===== src/rtl/fbm_pkg.sv =====
package fbm_pkg;

    typedef enum logic [2:0] {
        OP_READ   = 3'd0,
        OP_PROG   = 3'd1,
        OP_ERASE  = 3'd2,
        OP_FAULT  = 3'd3,
        OP_TO_SLC = 3'd4
    } fbm_op_e;

    typedef enum logic [1:0] {
        RS_OK      = 2'd0,
        RS_RANGE   = 2'd1,
        RS_USED    = 2'd2,
        RS_RETIRED = 2'd3
    } fbm_rsp_e;

    typedef enum logic [1:0] {
        ST_IDLE = 2'd0,
        ST_BUSY = 2'd1,
        ST_DONE = 2'd2
    } fbm_state_e;

    // busy time in nanoseconds times MHz, divided down to cycles
    function automatic int unsigned ns_to_cycles(input int unsigned ns, input int unsigned mhz);
        return (ns * mhz) / 1000;
    endfunction

endpackage


===== src/rtl/fbm_latency.sv =====
module fbm_latency
    import fbm_pkg::*;
#(
    parameter int CLK_MHZ = 1,
    parameter int CNT_W   = 12
) (
    input  logic [2:0]       op,
    input  logic             mlc,
    input  logic             ok,
    output logic [CNT_W-1:0] cycles
);
    localparam int L_RD_S = ns_to_cycles(25000,   CLK_MHZ);
    localparam int L_PG_S = ns_to_cycles(250000,  CLK_MHZ);
    localparam int L_ER_S = ns_to_cycles(500000,  CLK_MHZ);
    localparam int L_RD_M = ns_to_cycles(50000,   CLK_MHZ);
    localparam int L_PG_M = ns_to_cycles(900000,  CLK_MHZ);
    localparam int L_ER_M = ns_to_cycles(3500000, CLK_MHZ);

    always_comb begin
        cycles = CNT_W'(1);
        if (ok) begin
            case (op)
                OP_READ:  cycles = mlc ? CNT_W'(L_RD_M) : CNT_W'(L_RD_S);
                OP_PROG:  cycles = mlc ? CNT_W'(L_PG_M) : CNT_W'(L_PG_S);
                OP_ERASE: cycles = mlc ? CNT_W'(L_ER_M) : CNT_W'(L_ER_S);
                default:  cycles = CNT_W'(1);
            endcase
        end
    end
endmodule


===== src/rtl/fbm_page_map.sv =====
module fbm_page_map #(
    parameter int NUM_BLOCKS = 4,
    parameter int PAGES      = 128,
    parameter int BW         = 2,
    parameter int PW         = 7
) (
    input  logic          clk,
    input  logic          rst_n,
    input  logic          set_en,
    input  logic          clr_en,
    input  logic [BW-1:0] blk,
    input  logic [PW-1:0] page,
    output logic          prog_bit,
    output logic          blk_clean
);
    logic [PAGES-1:0] rows [NUM_BLOCKS];

    for (genvar b = 0; b < NUM_BLOCKS; b++) begin : g_row
        logic [PAGES-1:0] row_q;
        always_ff @(posedge clk) begin
            if (!rst_n) begin
                row_q <= '0;
            end else if (blk == BW'(b)) begin
                if (clr_en)      row_q       <= '0;
                else if (set_en) row_q[page] <= 1'b1;
            end
        end
        assign rows[b] = row_q;
    end

    assign prog_bit  = rows[blk][page];
    assign blk_clean = ~|rows[blk];
endmodule


===== src/rtl/fbm_blk_state.sv =====
module fbm_blk_state
    import fbm_pkg::*;
#(
    parameter int NUM_BLOCKS = 4,
    parameter int BW         = 2,
    parameter int FW         = 8,
    parameter int EW         = 16,
    parameter int ECC_LIMIT  = 40
) (
    input  logic          clk,
    input  logic          rst_n,
    input  logic          commit,
    input  logic [2:0]    op,
    input  logic [BW-1:0] blk,
    input  logic [FW-1:0] faults_in,
    input  logic [FW-1:0] down_thr,
    output logic          mlc,
    output logic          pend,
    output logic          dis,
    output logic [EW-1:0] erases,
    output logic [FW-1:0] faults
);
    logic          mlc_a  [NUM_BLOCKS];
    logic          pend_a [NUM_BLOCKS];
    logic          dis_a  [NUM_BLOCKS];
    logic [EW-1:0] ers_a  [NUM_BLOCKS];
    logic [FW-1:0] flt_a  [NUM_BLOCKS];

    for (genvar b = 0; b < NUM_BLOCKS; b++) begin : g_blk
        logic          mlc_q, pend_q, dis_q;
        logic [EW-1:0] ers_q;
        logic [FW-1:0] flt_q;
        logic [FW:0]   sum;
        logic [FW-1:0] flt_nx;
        logic          hit;

        assign sum    = {1'b0, flt_q} + {1'b0, faults_in};
        assign flt_nx = sum[FW] ? '1 : sum[FW-1:0];
        assign hit    = commit && (blk == BW'(b));

        always_ff @(posedge clk) begin
            if (!rst_n) begin
                mlc_q  <= 1'b1;
                pend_q <= 1'b0;
                dis_q  <= 1'b0;
                ers_q  <= '0;
                flt_q  <= '0;
            end else if (hit) begin
                case (op)
                    OP_ERASE: begin
                        if (ers_q != '1) ers_q <= ers_q + 1'b1;
                        if (pend_q) begin
                            mlc_q  <= 1'b0;
                            pend_q <= 1'b0;
                        end
                    end
                    OP_FAULT: begin
                        flt_q <= flt_nx;
                        if (flt_nx > FW'(ECC_LIMIT)) dis_q  <= 1'b1;
                        if (mlc_q && (flt_nx > down_thr)) pend_q <= 1'b1;
                    end
                    OP_TO_SLC: begin
                        if (mlc_q) pend_q <= 1'b1;
                    end
                    default: ;
                endcase
            end
        end

        assign mlc_a[b]  = mlc_q;
        assign pend_a[b] = pend_q;
        assign dis_a[b]  = dis_q;
        assign ers_a[b]  = ers_q;
        assign flt_a[b]  = flt_q;
    end

    assign mlc    = mlc_a[blk];
    assign pend   = pend_a[blk];
    assign dis    = dis_a[blk];
    assign erases = ers_a[blk];
    assign faults = flt_a[blk];
endmodule


===== src/rtl/fbm_manager.sv =====
module fbm_manager
    import fbm_pkg::*;
#(
    parameter int NUM_BLOCKS = 4,
    parameter int CLK_MHZ    = 1,
    parameter int ECC_LIMIT  = 40,
    parameter int FAULT_W    = 8,
    parameter int ERASE_W    = 16,
    localparam int SLC_PAGES = 64,
    localparam int MLC_PAGES = 2 * SLC_PAGES,
    localparam int PAGE_W    = $clog2(MLC_PAGES),
    localparam int CNTV_W    = $clog2(MLC_PAGES + 1),
    localparam int BLK_W     = (NUM_BLOCKS > 1) ? $clog2(NUM_BLOCKS) : 1
) (
    input  logic               clk,
    input  logic               rst_n,
    input  logic [FAULT_W-1:0] cfg_down_thr,
    input  logic               cmd_valid,
    output logic               cmd_ready,
    input  logic [2:0]         cmd_op,
    input  logic [BLK_W-1:0]   cmd_blk,
    input  logic [PAGE_W-1:0]  cmd_page,
    input  logic [FAULT_W-1:0] cmd_faults,
    output logic               rsp_done,
    output logic [1:0]         rsp_status,
    output logic [CNTV_W-1:0]  view_pages,
    output logic               view_mlc,
    output logic               view_pending,
    output logic               view_disabled,
    output logic [ERASE_W-1:0] view_erases,
    output logic [FAULT_W-1:0] view_faults
);
    localparam int LAT_MAX = ns_to_cycles(3500000, CLK_MHZ);
    localparam int CNT_W   = $clog2(LAT_MAX + 1);

    fbm_state_e       state_q, state_nx;
    logic [CNT_W-1:0] cnt_q, lat;
    fbm_rsp_e         st_dec;
    logic [1:0]       st_q;
    logic             accept, commit, prog_bit, blk_clean, in_range;

    assign accept   = cmd_valid && (state_q == ST_IDLE);
    assign commit   = accept && (st_dec == RS_OK);
    assign in_range = {1'b0, cmd_page} < view_pages;

    fbm_blk_state #(
        .NUM_BLOCKS(NUM_BLOCKS), .BW(BLK_W), .FW(FAULT_W),
        .EW(ERASE_W), .ECC_LIMIT(ECC_LIMIT)
    ) u_state (
        .clk(clk), .rst_n(rst_n), .commit(commit), .op(cmd_op),
        .blk(cmd_blk), .faults_in(cmd_faults), .down_thr(cfg_down_thr),
        .mlc(view_mlc), .pend(view_pending), .dis(view_disabled),
        .erases(view_erases), .faults(view_faults)
    );

    fbm_page_map #(
        .NUM_BLOCKS(NUM_BLOCKS), .PAGES(MLC_PAGES), .BW(BLK_W), .PW(PAGE_W)
    ) u_pages (
        .clk(clk), .rst_n(rst_n),
        .set_en(commit && (cmd_op == OP_PROG)),
        .clr_en(commit && (cmd_op == OP_ERASE)),
        .blk(cmd_blk), .page(cmd_page),
        .prog_bit(prog_bit), .blk_clean(blk_clean)
    );

    fbm_latency #(.CLK_MHZ(CLK_MHZ), .CNT_W(CNT_W)) u_lat (
        .op(cmd_op), .mlc(view_mlc), .ok(st_dec == RS_OK), .cycles(lat)
    );

    assign view_pages = view_mlc ? CNTV_W'(MLC_PAGES) : CNTV_W'(SLC_PAGES);

    // status decode: retirement outranks every other outcome
    always_comb begin
        st_dec = RS_OK;
        if (view_disabled) begin
            st_dec = RS_RETIRED;
        end else begin
            case (cmd_op)
                OP_READ:   st_dec = in_range ? RS_OK : RS_RANGE;
                OP_PROG:   st_dec = !in_range ? RS_RANGE : (prog_bit ? RS_USED : RS_OK);
                OP_ERASE:  st_dec = RS_OK;
                OP_FAULT:  st_dec = RS_OK;
                OP_TO_SLC: st_dec = blk_clean ? RS_OK : RS_USED;
                default:   st_dec = RS_RANGE;
            endcase
        end
    end

    // next-state logic
    always_comb begin
        state_nx = state_q;
        unique case (state_q)
            ST_IDLE: if (cmd_valid)       state_nx = ST_BUSY;
            ST_BUSY: if (cnt_q == '0)     state_nx = ST_DONE;
            ST_DONE:                      state_nx = ST_IDLE;
            default:                      state_nx = ST_IDLE;
        endcase
    end

    // state register
    always_ff @(posedge clk) begin
        if (!rst_n) state_q <= ST_IDLE;
        else        state_q <= state_nx;
    end

    // busy timer and latched status
    always_ff @(posedge clk) begin
        if (!rst_n) begin
            cnt_q <= '0;
            st_q  <= RS_OK;
        end else if (accept) begin
            cnt_q <= lat - 1'b1;
            st_q  <= st_dec;
        end else if (state_q == ST_BUSY && cnt_q != '0) begin
            cnt_q <= cnt_q - 1'b1;
        end
    end

    // outputs
    always_comb begin
        cmd_ready  = 1'b0;
        rsp_done   = 1'b0;
        rsp_status = st_q;
        unique case (state_q)
            ST_IDLE: cmd_ready = 1'b1;
            ST_BUSY: ;
            ST_DONE: rsp_done  = 1'b1;
            default: ;
        endcase
    end
endmodule


===== config.mk =====
export PLATFORM = sky130hd
export DESIGN_NAME = fbm_manager
export DESIGN_NICKNAME = d
export VERILOG_FILES = /design/src/rtl/fbm_pkg.sv /design/src/rtl/fbm_latency.sv /design/src/rtl/fbm_page_map.sv /design/src/rtl/fbm_blk_state.sv /design/src/rtl/fbm_manager.sv
export SDC_FILE = /design/constraint.sdc
export NUM_CORES = 1
export LEC_CHECK = 0
export ABC_AREA = 0
export BUFFER_PORTS_ARGS = -buffer_cell sky130_fd_sc_hd__buf_4
export CAP_MARGIN = 30
export CORE_ASPECT_RATIO = 1.2
export CORE_UTILIZATION = 30
export CTS_BUF_LIST = sky130_fd_sc_hd__clkbuf_2 sky130_fd_sc_hd__clkbuf_4 sky130_fd_sc_hd__clkbuf_8
export DETAILED_ROUTE_END_ITERATION = 10
export HOLD_SLACK_MARGIN = 0.08
export SETUP_SLACK_MARGIN = 0.1
export SLEW_MARGIN = 25
export SYNTH_ARGS = -nofsm -noshare
export SYNTH_HDL_FRONTEND = slang
export SYNTH_HIERARCHICAL = 1
export SYNTH_SLANG_ARGS = --single-unit
export TNS_END_PERCENT = 50

===== constraint.sdc =====
create_clock -name clk -period 6.3 [get_ports clk]
set_input_delay 0.315 -clock clk [delete_from_list [all_inputs] [get_ports clk]]
set_output_delay 0.315 -clock clk [all_outputs]
set_load 0.01 [all_outputs]

# After elaboration in Yosys (flattened, before gate mapping)
# Index checks and enable logic that the tools add are counted.
[classes]
bitwise_logic = 5
n_addsub = 10
n_reduce_logical = 50
mux = 65
mul = 0
n_div = 0
magnitude_cmp = 12
eq_ne = 23
shifts = 0
[op_table]
columns = ["cell", "n"]
rows = [
  ["two-way mux 128 bit", 10],
  ["OR 128 bit", 4],
  ["binary-select mux 128 bit (select 2 bit)", 1],
  ["OR reduction 128 bit", 1],
  ["adder 16 x 1 -> 16 bit (second input constant)", 4],
  ["!= test 16 bit (second input constant)", 4],
  ["two-way mux 8 bit", 7],
  ["two-way mux 12 bit", 4],
  ["adder 8 x 8 -> 9 bit", 4],
  ["case mux 12 bit (3 select lines)", 1],
  ["AND reduction 3 bit", 12],
  ["binary-select mux 16 bit (select 2 bit)", 1],
  ["greater-than comparator 8 x 6 -> 1 bit (second input constant)", 4],
  ["greater-than comparator 8 bit", 4],
  ["two-way mux 16 bit", 2],
  ["subtractor 12 x 1 -> 12 bit (second input constant)", 2],
  ["two-way mux 1 bit", 19],
  ["AND reduction 2 bit", 9],
  ["binary-select mux 8 bit (select 2 bit)", 1],
  ["!= test 2 x 1 -> 1 bit (second input constant)", 8],
  ["AND reduction 4 bit", 4],
  ["logical AND 1 bit", 14],
  ["logical NOT 12 bit", 1],
  ["two-way mux 2 bit", 6],
  ["other kinds (25)", 38],
]
[word_totals]
output_inout_bits = 39
wordCells = 192
latchBits = 0
register_bits = 636
mem_bits_ro = 0
n_memories = 0
ram_bits = 0

# Longest topological paths before layout
[depth]
depth_word = 15
ltp_mapped = 25

# Cells and area by module
# The synthesis kept the hierarchy.
[modules_own_cells]
columns = ["mod", "instances", "area_each_um2", "seq_area_each_um2", "cells_each"]
rows = [
  ["fbm_page_map", 1, 21702.1, 10249.8, 2517],
  ["fbm_blk_state", 1, 7355.8, 2162.1, 859],
  ["fbm_manager", 1, 1271.2, 320.3, 171],
  ["fbm_latency", 1, 193.9, 0.0, 26],
]

# Least setup slack after synthesis
# OpenSTA, ideal clock, no wires.
[synth_timing]
kind = "input-to-reg"
from = "in cmd_blk[1]"
to = "reg cnt_q[10]"
path_slack_ns = 1.827
setup_ns = 0.133
n_path_buf = 4
path_stages = 22
t_arrival_ns = 4.341
required_time_ns = 6.167
cell_sequence = "buf_6 buf_8 buf_6 mux2i_1 o22ai_1 or4_1 a2111oi_2 nor3_1 o32a_1 nand3_1 nand3_1 inv_1 nand2b_4 buf_6 a211o_1 mux2i_1 ha_1 nor3b_1 nand3_1 and3_1 a311oi_1 a31oi_1"
[synth_between]
elab_chain_cells = 14
elab_cells_between_ends = 29
cone_classes = "add/sub (1); order compare (1); mux (24); bitwise (1); reduce/logical (2)"
[synth_rtl]
columns = ["element", "line", "source"]
rows = [
  ["from (decl)", "fbm_manager.sv:21", "input logic [BLK_W-1:0] cmd_blk,"],
  ["NOT 2 -> 3 bit (not written as such)", "fbm_page_map.sv:31", "assign prog_bit = rows[blk][page];"],
  ["binary-select mux 128 bit (select 2 bit)", "fbm_page_map.sv:31", ""],
  ["two-way mux 128 bit (not written as such) (2 in series)", "fbm_page_map.sv:31", ""],
  ["binary-select mux 1 bit (select 7 bit)", "fbm_page_map.sv:31", ""],
  ["two-way mux 1 bit (not written as such)", "fbm_page_map.sv:31", ""],
  ["via prog_bit", "fbm_manager.sv:40", "logic accept, commit, prog_bit, blk_clean, in_range;"],
  ["two-way mux 2 bit (2 in series)", "fbm_manager.sv:80", "OP_PROG: st_dec = !in_range ? RS_RANGE : (prog_bit ? RS_USED : RS_OK);"],
  ["case mux 2 bit (4 select lines)", "fbm_manager.sv:78", "case (cmd_op)"],
  ["two-way mux 2 bit", "fbm_manager.sv:75", "if (view_disabled) begin"],
  ["logical NOT 2 bit", "fbm_manager.sv:67", ".op(cmd_op), .mlc(view_mlc), .ok(st_dec == RS_OK), .cycles(lat)"],
  ["two-way mux 12 bit", "fbm_latency.sv:21", "if (ok) begin"],
  ["via lat[0]", "fbm_manager.sv:37", "logic [CNT_W-1:0] cnt_q, lat;"],
  ["subtractor 12 x 1 -> 12 bit", "fbm_manager.sv:112", "cnt_q <= lat - 1'b1;"],
  ["two-way mux 12 bit", "fbm_manager.sv:111", "end else if (accept) begin"],
  ["to (signal assigned)", "fbm_manager.sv:112", ""],
  ["to (signal assigned)", "fbm_manager.sv:115", "cnt_q <= cnt_q - 1'b1;"],
  ["to (decl)", "fbm_manager.sv:37", ""],
]
# The timed path passes the listed nets, and every way through them passes these cells. The select of a mux whose other input is x is not followed.
# A chain may end at the register's enable or synchronous reset.

# Worst setup path after layout
[layout_timing]
from = "in cmd_blk[1]"
to = "reg u_state.g_blk[3].ers_q[13]"
[layout_between]
elab_chain_cells = 14
elab_cells_between_ends = 26
cone_classes = "order compare (1); eq/ne (1); mux (18); bitwise (1); reduce/logical (5)"
[layout_rtl]
columns = ["element", "line", "source"]
rows = [
  ["NOT 2 -> 3 bit (not written as such)", "fbm_page_map.sv:31", ""],
  ["binary-select mux 128 bit (select 2 bit)", "fbm_page_map.sv:31", ""],
  ["two-way mux 128 bit (not written as such) (2 in series)", "fbm_page_map.sv:31", ""],
  ["binary-select mux 1 bit (select 7 bit)", "fbm_page_map.sv:31", ""],
  ["two-way mux 1 bit (not written as such)", "fbm_page_map.sv:31", ""],
  ["via prog_bit", "fbm_manager.sv:40", ""],
  ["two-way mux 2 bit (2 in series)", "fbm_manager.sv:80", ""],
  ["case mux 2 bit (4 select lines)", "fbm_manager.sv:78", ""],
  ["two-way mux 2 bit", "fbm_manager.sv:75", ""],
  ["logical NOT 2 bit", "fbm_manager.sv:43", "assign commit = accept && (st_dec == RS_OK);"],
  ["logical AND 1 bit", "fbm_manager.sv:43", ""],
  ["via commit", "fbm_manager.sv:40", ""],
  ["logical AND 1 bit", "fbm_blk_state.sv:39", "assign hit = commit && (blk == BW'(b));"],
  ["AND reduction 3 bit (no line)", "-", ""],
  ["to (signal assigned)", "fbm_blk_state.sv:51", "if (ers_q != '1) ers_q <= ers_q + 1'b1;"],
  ["to (decl)", "fbm_blk_state.sv:31", "logic [EW-1:0] ers_q;"],
]
# The timed path passes the listed nets, and every way through them passes these cells. The select of a mux whose other input is x is not followed.

==> results_dict.tcl <==
set metrics [dict create \
    setup_violations 0 \
    status "complete, no violations" \
    synth_compound_area_share_pct 16.5 \
    drv_cap 0 \
    rsz0062_at_grt "no" \
    final_core_util_pct 34.6 \
    relSlewSlack_pct 33.8 \
    track_usage_pct 22.7 \
    r2r-start "u_pages/g_row[3].row_q[75]$_SDFFE_PN0P_" \
    nNetsFinal 3701 \
    vias 28500 \
    drt_iter0_drc 3092 \
    die_w_um 293 \
    synth_edf_count 0 \
    start_kind "primary input" \
    fmax_mhz 181 \
    ys_types 89 \
    ys_seq_elements 636 \
    finalWirelength_um 120000 \
    clockBufferDepth 3 \
    cts_root_buffer "clkbuf_8" \
    synth_xor_area_share_pct 1.84 \
    crit_required_ps 6960 \
    syn_area_um2 30500 \
    grt_pass1_vias 26800 \
    drc 0 \
    portBuffers 63 \
    cp.arrival_ps 6180 \
    clkLatencyLatePin_ps 770 \
    power.share.sequential_pct 45.9 \
    io_pins 70 \
    gp_congestion 1.01 \
    hp-class "primary input to register" \
    synth_top_family_by_area "simple AND/OR/NAND/NOR gates" \
    swShare_pct 26.3 \
    grt_overflow 0 \
    setup_tns_ps 0 \
    crit_fanout 75 \
    slew_violations 0 \
    fp.dieArea_um2 103000 \
    grt_pass1_wl_um 177000 \
    cts_resized 0 \
    skew_ps 93.8 \
    row_count 127 \
    antenna_found_initial 2 \
    crit_type "primary input to register" \
    ir_worst_vdd_mv 0.134 \
    via_per_inst 5.67 \
    synth-simple-area-share_pct 20.4 \
    worstHoldStart "cmd_op[0]" \
    r2r_slack_ps 1090 \
    syn_inst 3573 \
    numCtsBuffers 107 \
    hpwl_um 83400 \
    h-tree-depth 3 \
    startpoint "cmd_blk[1]" \
    dr.pass1.iters 6 \
    antenna_left 0 \
    yosysWarningCount 6 \
    cts_tree "built" \
    pwr-share-comb_pct 9.2 \
    finalHoldViolCount 0 \
    clkSinkCount 636 \
    ys.flop_type "dfxtp_1" \
    endpoint_kind "register" \
    p_int_mw 6.59 \
    syn_to_final_growth_pct 13.8 \
    fin_crit_sh_pct 87.6 \
    worst_pin_slew_ps 990 \
    async_reset_ff_share_pct 0 \
    leakage_nw 12.9 \
    muxShareOfSynthArea_pct 11.5 \
    grt_max_degree 92 \
    clk_pin_slew_ps 60 \
    power_density_nw_per_um2 257 \
    clockPowerShare_pct 44.9 \
    min_period_ps 5520 \
    core_area_um2 100000 \
    synthAdderAreaFrac_pct 3.13 \
    initial_core_util_pct 30.4 \
    synth.yosys.seq_area_share_pct 41.7 \
    synth.avg_cell_area_um2 8.54 \
    wl_per_cell_um 23.9 \
    drive_gt1_share_pct 11.9 \
    switchingPower_mw 2.35 \
    fp.dieH_um 351 \
]
-- layout by cell type, fill, tap and decap left out, types with 49 or more instances in the layout --
cell type,instances
mux4_2,69
dfxtp_1,636
clkbuf_8,139
nand2_1,99
nand3_1,58
mux2i_1,194
ha_1,69
o22ai_1,70
a21oi_1,595
buf_4,117
o21ai_0,98
nor3_1,59
nor2_1,802
nand4_1,49
nor4_1,106
-- final timing paths --
path                                                   to  cells past startpoint
setup / recovery  u_state/g_blk[3].ers_q[13]$_SDFFE_PN0P_                     18
hold / removal                 rsp_status[1]$_SDFFE_PN0N_                      4
setup reg to reg  u_state/g_blk[3].ers_q[13]$_SDFFE_PN0P_                     16
hold reg to reg   u_pages/g_row[3].row_q[26]$_SDFFE_PN0P_                      2
-- state kept, by name, indices dropped and copies added (netlist names) --
register,count
cnt_q,12
u_state/g_blk.pend_q,4
u_state/g_blk.ers_q,64
u_state/g_blk.dis_q,4
u_state/g_blk.flt_q,32
state_q,2
rsp_status,2
u_state/g_blk.mlc_q,4
u_pages/g_row.row_q,512
-- worst max-delay path, cell delays in order --
cell,delay (ps)
buf_8,530
buf_12,290
mux2i_1,330
o21ai_0,180
or4_1,570
a2111oi_0,590
a311o_1,270
nor3_1,80
o32a_1,280
nand3_1,150
nand4_1,140
inv_1,210
nand4bb_1,260
nor3_1,660
o21a_1,400
nand2_1,210
or3_1,350
a21oi_1,150
-- per-stage QoR --
step | setup slack [ps] | area, um2 | power [mW] | cells | hold slack (ps)
2_1_floorplan | 1830 | 30500 | 4.74 | 3578 | 436
3_3_place_gp | 440 | 32400 | 5.00 | 4837 | 446
3_5_place_dp | 289 | 32400 | 5.00 | 4838 | 454
4_1_cts | 1070 | 34700 | 8.99 | 5032 | 90.8
5_1_grt | 722 | 34700 | 9.25 | 5033 | 169
6_report | 782 | 34700 | 8.94 | 5033 | 151
-- cells by family (layout without fill, tap and decap cells) --
logic type / Yosys count / after routing
xor+xnor: 64 / 64
mux: 265 / 265
fa+ha+maj: 74 / 74
flops: 636 / 636
compound gates: 907 / 907
simple gates: 1347 / 1347
other cells: 1 / 7
buf+inv: 279 / 379
-- per-layer routing --
layer  GRT usage (%)  vias to the layer above  part of all wire, %
met5               0                        -                0.011
met4            15.3                        2                  7.2
met1            27.6                    13900                   39
li1                -                    12900                    -
met3            3.72                      352                  7.5
met2            36.9                     1396                   46
-- power groups by stage --
stage	clock network, mW	registers, mW	logic [mW]
floorplan	0	4.18	0.562
global placement	0	4.19	0.804
detailed placement	0	4.19	0.807
CTS	4.07	4.11	0.811
global route	4.26	4.11	0.880
finish	4.01	4.11	0.824
-- synth_stat cells, types with 34 or more instances --
master,number,area share (%)
o22ai_1,70,1.4
nand2_1,99,1.2
nand3_1,58,0.95
inv_1,40,0.49
o21ai_0,102,1.7
a21oi_1,595,9.8
dfxtp_1,636,42
ha_1,69,2.8
nor2_1,804,9.9
buf_2,123,2.0
clkbuf_1,57,0.70
nand4_1,49,1.0
xnor2_1,34,0.98
mux4_2,69,5.1
nor4_1,106,2.2
nor3_1,61,1.0
mux2i_1,194,6.4
-- timing repair --
item / 4_1_cts / 5_1_grt
hold buffers: 4 / 0
endpoints found under the hold margin: 28 / 0
buffers inserted: 0 / 0
endpoints found under the setup margin: 0 / 0
-- cell type report --
class	instances	area, um2
Antenna cell	1	2.50
Clock buffer	172	2160
Clock inverter	18	169
Fill cell	10500	65700
Inverter	41	154
Multi-Input combinational cell	2663	16400
Sequential cell	636	12700
Tap cell	1354	1690
Timing Repair Buffer	148	1430
(Power assumes the default switching activity.)
